==> config.mk <==
export PLATFORM = sky130hd
export DESIGN_NAME = sysirq_router
export DESIGN_NICKNAME = d
export VERILOG_FILES = /design/src/rtl/sysirq_pkg.sv /design/src/rtl/sysirq_route.sv /design/src/rtl/sysirq_bank.sv /design/src/rtl/sysirq_router.sv
export SDC_FILE = /design/constraint.sdc
export NUM_CORES = 1
export LEC_CHECK = 0
export ABC_AREA = 1
export BUFFER_PORTS_ARGS = -buffer_cell sky130_fd_sc_hd__clkbuf_2
export CORE_MARGIN = 5
export CORE_UTILIZATION = 57
export DETAILED_ROUTE_END_ITERATION = 10
export PLACE_DENSITY = 0.89
export SETUP_SLACK_MARGIN = 0.1
export SLEW_MARGIN = 20
export SYNTH_ARGS = -nofsm -noshare
export SYNTH_HDL_FRONTEND = slang
export SYNTH_SLANG_ARGS = --single-unit
==> constraint.sdc <==
create_clock -name clk -period 1.3 [get_ports clk]
set_input_delay 0.13 -clock clk [delete_from_list [all_inputs] [get_ports clk]]
set_output_delay 0.13 -clock clk [all_outputs]
set_load 0.01 [all_outputs]
==> src/rtl/sysirq_pkg.sv <==
package sysirq_pkg;
    localparam int WORD_W      = 32;
    localparam int FIELD_W     = 4;
    localparam int FIELDS_PER  = WORD_W / FIELD_W;
    localparam int CTL_W       = 16;
    localparam int CTL_WORDS   = 3;
    localparam int BANK_WORDS  = 8;

    typedef enum logic [2:0] {
        SL_MASK = 3'd0,
        SL_ASG0 = 3'd1,
        SL_ASG1 = 3'd2,
        SL_ASG2 = 3'd3,
        SL_ASG3 = 3'd4,
        SL_STAT = 3'd5,
        SL_WAKE = 3'd6,
        SL_NONE = 3'd7
    } slot_e;

    function automatic logic [WORD_W-1:0] asg_reset(input int r);
        case (r % 4)
            0:       return 32'h1000_0000;
            1:       return 32'h3332_2221;
            2:       return 32'h6665_5444;
            default: return 32'h0000_0000;
        endcase
    endfunction
endpackage

==> src/rtl/sysirq_route.sv <==
module sysirq_route
    import sysirq_pkg::*;
#(
    parameter int LINES  = 32,
    parameter int LEVELS = 9
) (
    input  logic                     clk,
    input  logic                     rst_n,
    input  logic [LINES-1:0]         active_i,
    input  logic [LINES*FIELD_W-1:0] fields_i,
    output logic [LEVELS-1:0]        hit_o
);
    always_comb begin
        hit_o = '0;
        for (int j = 0; j < LEVELS; j++) begin
            for (int n = 0; n < LINES; n++) begin
                if (active_i[n] && (int'(fields_i[n*FIELD_W +: FIELD_W]) == j))
                    hit_o[j] = 1'b1;
            end
        end
    end

    // no active line, no request
    p_idle_quiet_r2: assert property (@(posedge clk) disable iff (!rst_n)
        (active_i == '0) |-> (hit_o == '0));

    // each request needs at least one distinct active line
    p_hits_bounded_r4: assert property (@(posedge clk) disable iff (!rst_n)
        $countones(hit_o) <= $countones(active_i));
endmodule

==> src/rtl/sysirq_bank.sv <==
module sysirq_bank
    import sysirq_pkg::*;
#(
    parameter int LINES  = 32,
    parameter int LEVELS = 9
) (
    input  logic               clk,
    input  logic               rst_n,
    input  logic [LINES-1:0]   irq_i,
    input  logic               sel_i,
    input  slot_e              slot_i,
    input  logic               we_i,
    input  logic [WORD_W-1:0]  wdata_i,
    output logic [WORD_W-1:0]  rdata_o,
    output logic [LEVELS-1:0]  hit_o
);
    localparam int ASG_REGS = LINES / FIELDS_PER;

    logic [LINES-1:0]           stat_q;
    logic [LINES-1:0]           mask_q;
    logic [WORD_W-1:0]          wake_q;
    logic [WORD_W-1:0]          asg_q [ASG_REGS];
    logic [LINES*FIELD_W-1:0]   fields;
    logic                       wr;

    assign wr = sel_i && we_i;

    always_ff @(posedge clk or negedge rst_n) begin
        if (!rst_n) begin
            stat_q <= '0;
            mask_q <= '0;
            wake_q <= '1;
            for (int r = 0; r < ASG_REGS; r++) asg_q[r] <= asg_reset(r);
        end else begin
            stat_q <= irq_i;
            if (wr && slot_i == SL_MASK) mask_q <= wdata_i[LINES-1:0];
            if (wr && slot_i == SL_WAKE) wake_q <= wdata_i;
            for (int r = 0; r < ASG_REGS; r++)
                if (wr && slot_i == slot_e'(r + 1)) asg_q[r] <= wdata_i;
        end
    end

    always_comb begin
        rdata_o = '0;
        unique case (slot_i)
            SL_MASK: rdata_o = WORD_W'(mask_q);
            SL_STAT: rdata_o = WORD_W'(stat_q);
            SL_WAKE: rdata_o = wake_q;
            SL_NONE: rdata_o = '0;
            default: begin
                for (int r = 0; r < ASG_REGS; r++)
                    if (slot_i == slot_e'(r + 1)) rdata_o = asg_q[r];
            end
        endcase
    end

    for (genvar n = 0; n < LINES; n++) begin : g_field
        assign fields[n*FIELD_W +: FIELD_W] =
            asg_q[n / FIELDS_PER][(n % FIELDS_PER)*FIELD_W +: FIELD_W];
    end

    sysirq_route #(.LINES(LINES), .LEVELS(LEVELS)) u_route (
        .clk      (clk),
        .rst_n    (rst_n),
        .active_i (stat_q & mask_q),
        .fields_i (fields),
        .hit_o    (hit_o)
    );

    // status is the line level from the previous edge
    p_status_tracks_r1: assert property (@(posedge clk) disable iff (!rst_n)
        $past(rst_n) |-> (stat_q == $past(irq_i)));

    // a mask write lands on the next cycle
    p_mask_write_r10: assert property (@(posedge clk) disable iff (!rst_n)
        (wr && slot_i == SL_MASK) |=> (mask_q == $past(wdata_i[LINES-1:0])));

    // wakeup keeps what was written
    p_wake_store_r11: assert property (@(posedge clk) disable iff (!rst_n)
        (wr && slot_i == SL_WAKE) |=> (wake_q == $past(wdata_i)));
endmodule

==> src/rtl/sysirq_router.sv <==
module sysirq_router
    import sysirq_pkg::*;
#(
    parameter int NBANK  = 2,
    parameter int LINES  = 32,
    parameter int LEVELS = 9,
    parameter int ADDR_W = 8
) (
    input  logic                    clk,
    input  logic                    rst_n,
    input  logic [NBANK*LINES-1:0]  irq_in,
    input  logic                    bus_we,
    input  logic [ADDR_W-1:0]       bus_addr,
    input  logic [WORD_W-1:0]       bus_wdata,
    output logic [WORD_W-1:0]       bus_rdata,
    output logic [LEVELS-1:0]       prio_out
);
    localparam int IDX_W = ADDR_W - 2;

    logic [IDX_W-1:0]   widx;
    logic [CTL_W-1:0]   ctl_q [CTL_WORDS];
    logic [WORD_W-1:0]  ctl_rd;
    logic [NBANK-1:0]   bsel;
    logic [WORD_W-1:0]  brd [NBANK];
    logic [LEVELS-1:0]  bhit [NBANK];

    assign widx = bus_addr[ADDR_W-1:2];

    always_ff @(posedge clk or negedge rst_n) begin
        if (!rst_n) begin
            for (int c = 0; c < CTL_WORDS; c++) ctl_q[c] <= '0;
        end else begin
            for (int c = 0; c < CTL_WORDS; c++)
                if (bus_we && int'(widx) == c) ctl_q[c] <= bus_wdata[CTL_W-1:0];
        end
    end

    always_comb begin
        ctl_rd = '0;
        for (int c = 0; c < CTL_WORDS; c++)
            if (int'(widx) == c) ctl_rd = WORD_W'(ctl_q[c]);
    end

    for (genvar b = 0; b < NBANK; b++) begin : g_bank
        localparam int BASE = CTL_WORDS + b * BANK_WORDS;
        logic [IDX_W-1:0] off;
        assign off     = widx - IDX_W'(BASE);
        assign bsel[b] = (int'(widx) >= BASE) && (int'(widx) < BASE + BANK_WORDS);

        sysirq_bank #(.LINES(LINES), .LEVELS(LEVELS)) u_bank (
            .clk     (clk),
            .rst_n   (rst_n),
            .irq_i   (irq_in[b*LINES +: LINES]),
            .sel_i   (bsel[b]),
            .slot_i  (slot_e'(off[2:0])),
            .we_i    (bus_we),
            .wdata_i (bus_wdata),
            .rdata_o (brd[b]),
            .hit_o   (bhit[b])
        );
    end

    always_comb begin
        bus_rdata = ctl_rd;
        prio_out  = '0;
        for (int b = 0; b < NBANK; b++) begin
            if (bsel[b]) bus_rdata = bus_rdata | brd[b];
            prio_out = prio_out | bhit[b];
        end
    end

    // control words read back only 16 bits
    p_ctl_upper_r12: assert property (@(posedge clk) disable iff (!rst_n)
        (int'(widx) < CTL_WORDS) |-> (bus_rdata[WORD_W-1:CTL_W] == '0));
endmodule

==> impl_metrics.toml, run 1 <==
[global_routing]
grt_max_degree = 65
grt_overflow = 70
grt_usage_pct = 72.9

[floorplan]
placementRows = 84
initial_core_util_pct = 57.5
die-width_um = 240
io_pins = 148
die_y_um = 240

[clocking]
cts_buffers = 53
htreeDepth = 2
ctsLongestPathBuffers = 3
clock-sinks = 496
cts-root-buf = "clkbuf_16"

[synth]
synthArstFlopShare_pct = 100
synth_area_leaders = "dfrtp_1, nand2_1, dfstp_2, nand3_1, inv_1"
synth_area_um2 = 30200
synth-seq-cells = 496
synth_edf_count = 0
ys_types = 30
yosysTopAreaCell = "dfrtp_1"
synth_top_area_share_pct = 31.6
postSynthCellCount = 4744
ys_seq_area_share_pct = 41.6
synth_warnings = 0
synth_top_flop_cell = "dfrtp_1"
synth_nets = 4851
synth_top_cells_by_count = "nand2_1, inv_1, nor2_1, nand3_1, dfrtp_1"
synth_most_common_cell = "nand2_1"
avgSynthCellArea_um2 = 6.37

[placement]
numPortBuffers = 145
placed_cells = 6105
dp_hpwl_um = 115000
gp_congestion = 1.27

[run_status]
outcome = "stopped before the end"
stop_stage = "global routing (5_1_grt)"
tool.error = "[ERROR GRT-0232] Routing congestion too high. Check the congestion heatmap in the GUI."

[sta]
worst-ep-kind = "output port"
crit_endpoint = "prio_out[0]"
-- cells by family after synthesis --
| group | Yosys count | synth area share [%] |
|---|---|---|
| simple gates | 3062 | 40.9 |
| buf+inv | 754 | 9.69 |
| flops | 496 | 41.6 |
| compound gates | 432 | 7.87 |
-- timing repair --
action                     CTS
resized for setup          554
pin swaps                  192
hold buffers                94
gates cloned                11
setup buffers               57
hold endpoints to repair   646
setup endpoints to repair  146
-- through the flow --
stage | utilization (%) | TNS, ns | hold slack (ns) | worst slack (ns) | cell area (um2)
CTS | 80.7 | -36.46 | 0.00424 | -1.30 | 42400
global placement | 70.9 | -222.92 | 0.116 | -0.823 | 37200
floorplan | - | -26.17 | -0.166 | -0.0911 | 30600
detailed placement | 70.9 | -237.21 | 0.117 | -0.802 | 37200
-- routing by layer --
| layer | global-route usage [%] | overflow |
|---|---|---|
| met5 | 18.2 | 0 |
| met4 | 72.4 | 33 |
| met3 | 56.1 | 1 |
| met2 | 90.4 | 36 |
| met1 | 73.6 | 0 |
==> run 2: changes to the inputs <==
CORE_UTILIZATION = 40   (was 57)
PLACE_DENSITY = default   (was 0.89)
PLACE_DENSITY_LB_ADDON = 0.15   (was default)
SETUP_SLACK_MARGIN = default   (was 0.1)
clock period = 1.69 ns   (was 1.3 ns; I/O delays follow)
==> run 2 against run 1 <==
  * The flow now finishes, with violations (setup timing)
  * Synthesized cell count is the same
  * Synthesized area is the same
==> impl_metrics.toml, run 2 <==
[run_status]
outcome = "finished, violations left"
violations = "setup timing"

[synth]
synth_xor_xnor_area_share_pct = 0
muxShareOfSynthArea_pct = 0
synth_top_area_share_pct = 31.6
synth_nets = 4851
synth_area_leaders = "dfrtp_1, nand2_1, dfstp_2, nand3_1, inv_1"
synth-compound-area-share_pct = 7.87
yosys.area_share.adder_pct = 0
synthArstFlopShare_pct = 100
synth_warnings = 0
avgSynthCellArea_um2 = 6.37
synth_top_family_by_area = "simple AND/OR/NAND/NOR gates"
ys_seq_area_share_pct = 41.6
yosysTopAreaCell = "dfrtp_1"
yosys.area_share.simple_pct = 40.9
synth_top_cells_by_count = "nand2_1, inv_1, nor2_1, nand3_1, dfrtp_1"
synth_area_um2 = 30200
synth_most_common_cell = "nand2_1"
synth_top_flop_cell = "dfrtp_1"
synth_edf_count = 0
postSynthCellCount = 4744
synth-seq-cells = 496
ys_types = 30

[global_routing]
grt_usage_pct = 39.7
grt_max_degree = 67
grt_pass1_vias = 34800
antenna_found_initial = 3
grt_overflow = 0
grt_pass1_wl_um = 236000

[sta]
slew_headroom_pct = 62.5
slew_violations = 0
skew_ns = 0
max_slew.worst_pin.slew_ns = 0.561
finalHoldViolations = 0
period_needed_ns = 2.60
hold_slack_ns = 0.0432
finalCritPeriodShare_pct = 154
fin_setup_tns_ns = -21.46
rsz0062_at_grt = "yes"
max_freq_mhz = 385
setup_violations = 41
finalWorstSetupSlack_ns = -0.906

[layout]
nNetsFinal = 5850
diodes = 0
areaGrowthSynthToFinish_pct = 49.7
final_common_cell = "nand2_1"
drive_gt1_share_pct = 32.3
top_register = "g_bank.u_bank.asg_q"
finish.utilization_pct = 60.5
most-common-layout-cells = "nand2_1, buf_4, inv_1"
largest_register_ffs = 256
finalNonFillerCells = 6759

[worst_setup_path]
reg2reg_depth = 5
r2r-start = "g_bank[0].u_bank.asg_q[46]$_DFFE_PN1P_"
worst-path-max-fanout = 5
cp.arrival_ns = 2.43
worst-r2r-setup-slack_ns = 0.61
critPathRequiredTime_ns = 1.52
crit_path_start_kind = "flip-flop"
worst-setup-path-type = "flip-flop to output pin"
worst_r2r_endpoint = "g_bank[0].u_bank.asg_q[46]$_DFFE_PN1P_"
cp-end-kind = "output pin"

[clocking]
cts-root-buf = "clkbuf_16"
clk_pin_slew_ns = 0.07
ctsLongestPathBuffers = 3
htreeDepth = 2
clock_latency_ns = 0.65
cts_buffers = 56
cts_tree = "done"
clock-sinks = 496

[pwr]
power.density_nw_per_um2 = 983
p_leak_nw = 23.4
vdd_drop_max_uv = 1020

[hold_path]
hold_depth = 4
hold_class = "primary input to flip-flop"
hold_start = "bus_we"
whs_endpoint = "ctl_q[5]$_DFFE_PN0P_"

[drt]
detail-route-antenna-nets = 0
via_count = 36300
wl_per_cell_um = 24.7
dr.pass1.iters = 6
dr.first_iter.drc_count = 3973
wirelength_um = 167000
vias_per_cell = 5.36
drc = 0

[floorplan]
die_y_um = 285
io_pins = 148
die-width_um = 285
initial_core_util_pct = 40.4
dieArea_um2 = 81100
placementRows = 100
core-area_um2 = 74700

[placement]
post-place-ws_ns = -0.475
dp_hpwl_um = 131000
numPortBuffers = 145
gp_congestion = 1.14
placed_cells = 6505

[job]
cap_violations = 0
[run 2: cell counts after synthesis]
No cell type changed its count.
[run 2: layout make-up]
| type | instances | area (um2) |
|---|---|---|
| inverters | 584 | 2200 |
| clock buffers | 81 | 1640 |
| repair buffers | 1111 | 10000 |
| fillers | 7006 | 29500 |
| well taps | 969 | 1210 |
| multi-input cells | 3494 | 17300 |
| flip-flops and latches | 496 | 12600 |
| clock inverters | 24 | 309 |
[run 2: worst max path at each step]
| stage | start | endpoint | cells past startpoint |
|---|---|---|---|
| global placement | g_bank[1].u_bank.stat_q[11]$_DFF_PN0_ | prio_out[7] | 10 |
| detailed placement | g_bank[1].u_bank.stat_q[11]$_DFF_PN0_ | prio_out[7] | 10 |
| floorplan | bus_addr[3] | bus_rdata[20] | 10 |
| finish | g_bank[0].u_bank.asg_q[89]$_DFFE_PN1P_ | prio_out[0] | 9 |
| global route | g_bank[0].u_bank.asg_q[44]$_DFFE_PN1P_ | prio_out[0] | 11 |
| CTS | g_bank[0].u_bank.mask_q[6]$_DFFE_PN0P_ | prio_out[0] | 10 |
[run 2: critical path, stage by stage (launching register included)]
cell and delay [ns]:
dfstp_2 0.64, nor2_4 0.06, nand3_1 0.27, nand2_1 0.09
nor2_1 0.13, nand2_1 0.07, nor2_1 0.11, nand4_1 0.14
buf_6 0.16, buf_8 0.12
[run 2: metal layers]
metal	up-vias	wire [um]	GRT usage, %
met5	-	23	0
met4	4	10900	19.9
met3	424	14500	7.91
met2	1767	75900	64.2
met1	17300	65800	51.0
li1	16800	-	-
[run 2: logic make-up (layout without fill, tap and decap cells)]
logic type	count (synthesis)	count (layout)
buf+inv	754	1800
compound gates	432	432
simple gates	3062	3062
flops	496	496
[run 2: what timing repair did]
action                     in CTS  in global routing
hold endpoints to repair      593                  0
pin swaps                     188                199
cloned                          2                  2
setup endpoints to repair      41                 41
buffers inserted               31                 50
hold buffers                   93                  0
gates resized for setup       560                395
[run 2: power by group]
part / switching, mW / internal [mW]
clock: 5.56 / 7.52
combinational: 8.73 / 6.62
sequential: 1.90 / 14.1
[run 2: stage by stage]
step / power (mW) / cell area, um2
2_1_floorplan: 20.7 / 30200
3_3_place_gp: 28.5 / 38700
3_5_place_dp: 28.7 / 38700
4_1_cts: 43.2 / 43800
5_1_grt: 46.3 / 45200
6_report: 44.4 / 45200
Note: power is estimated with default switching activity, not from simulation.
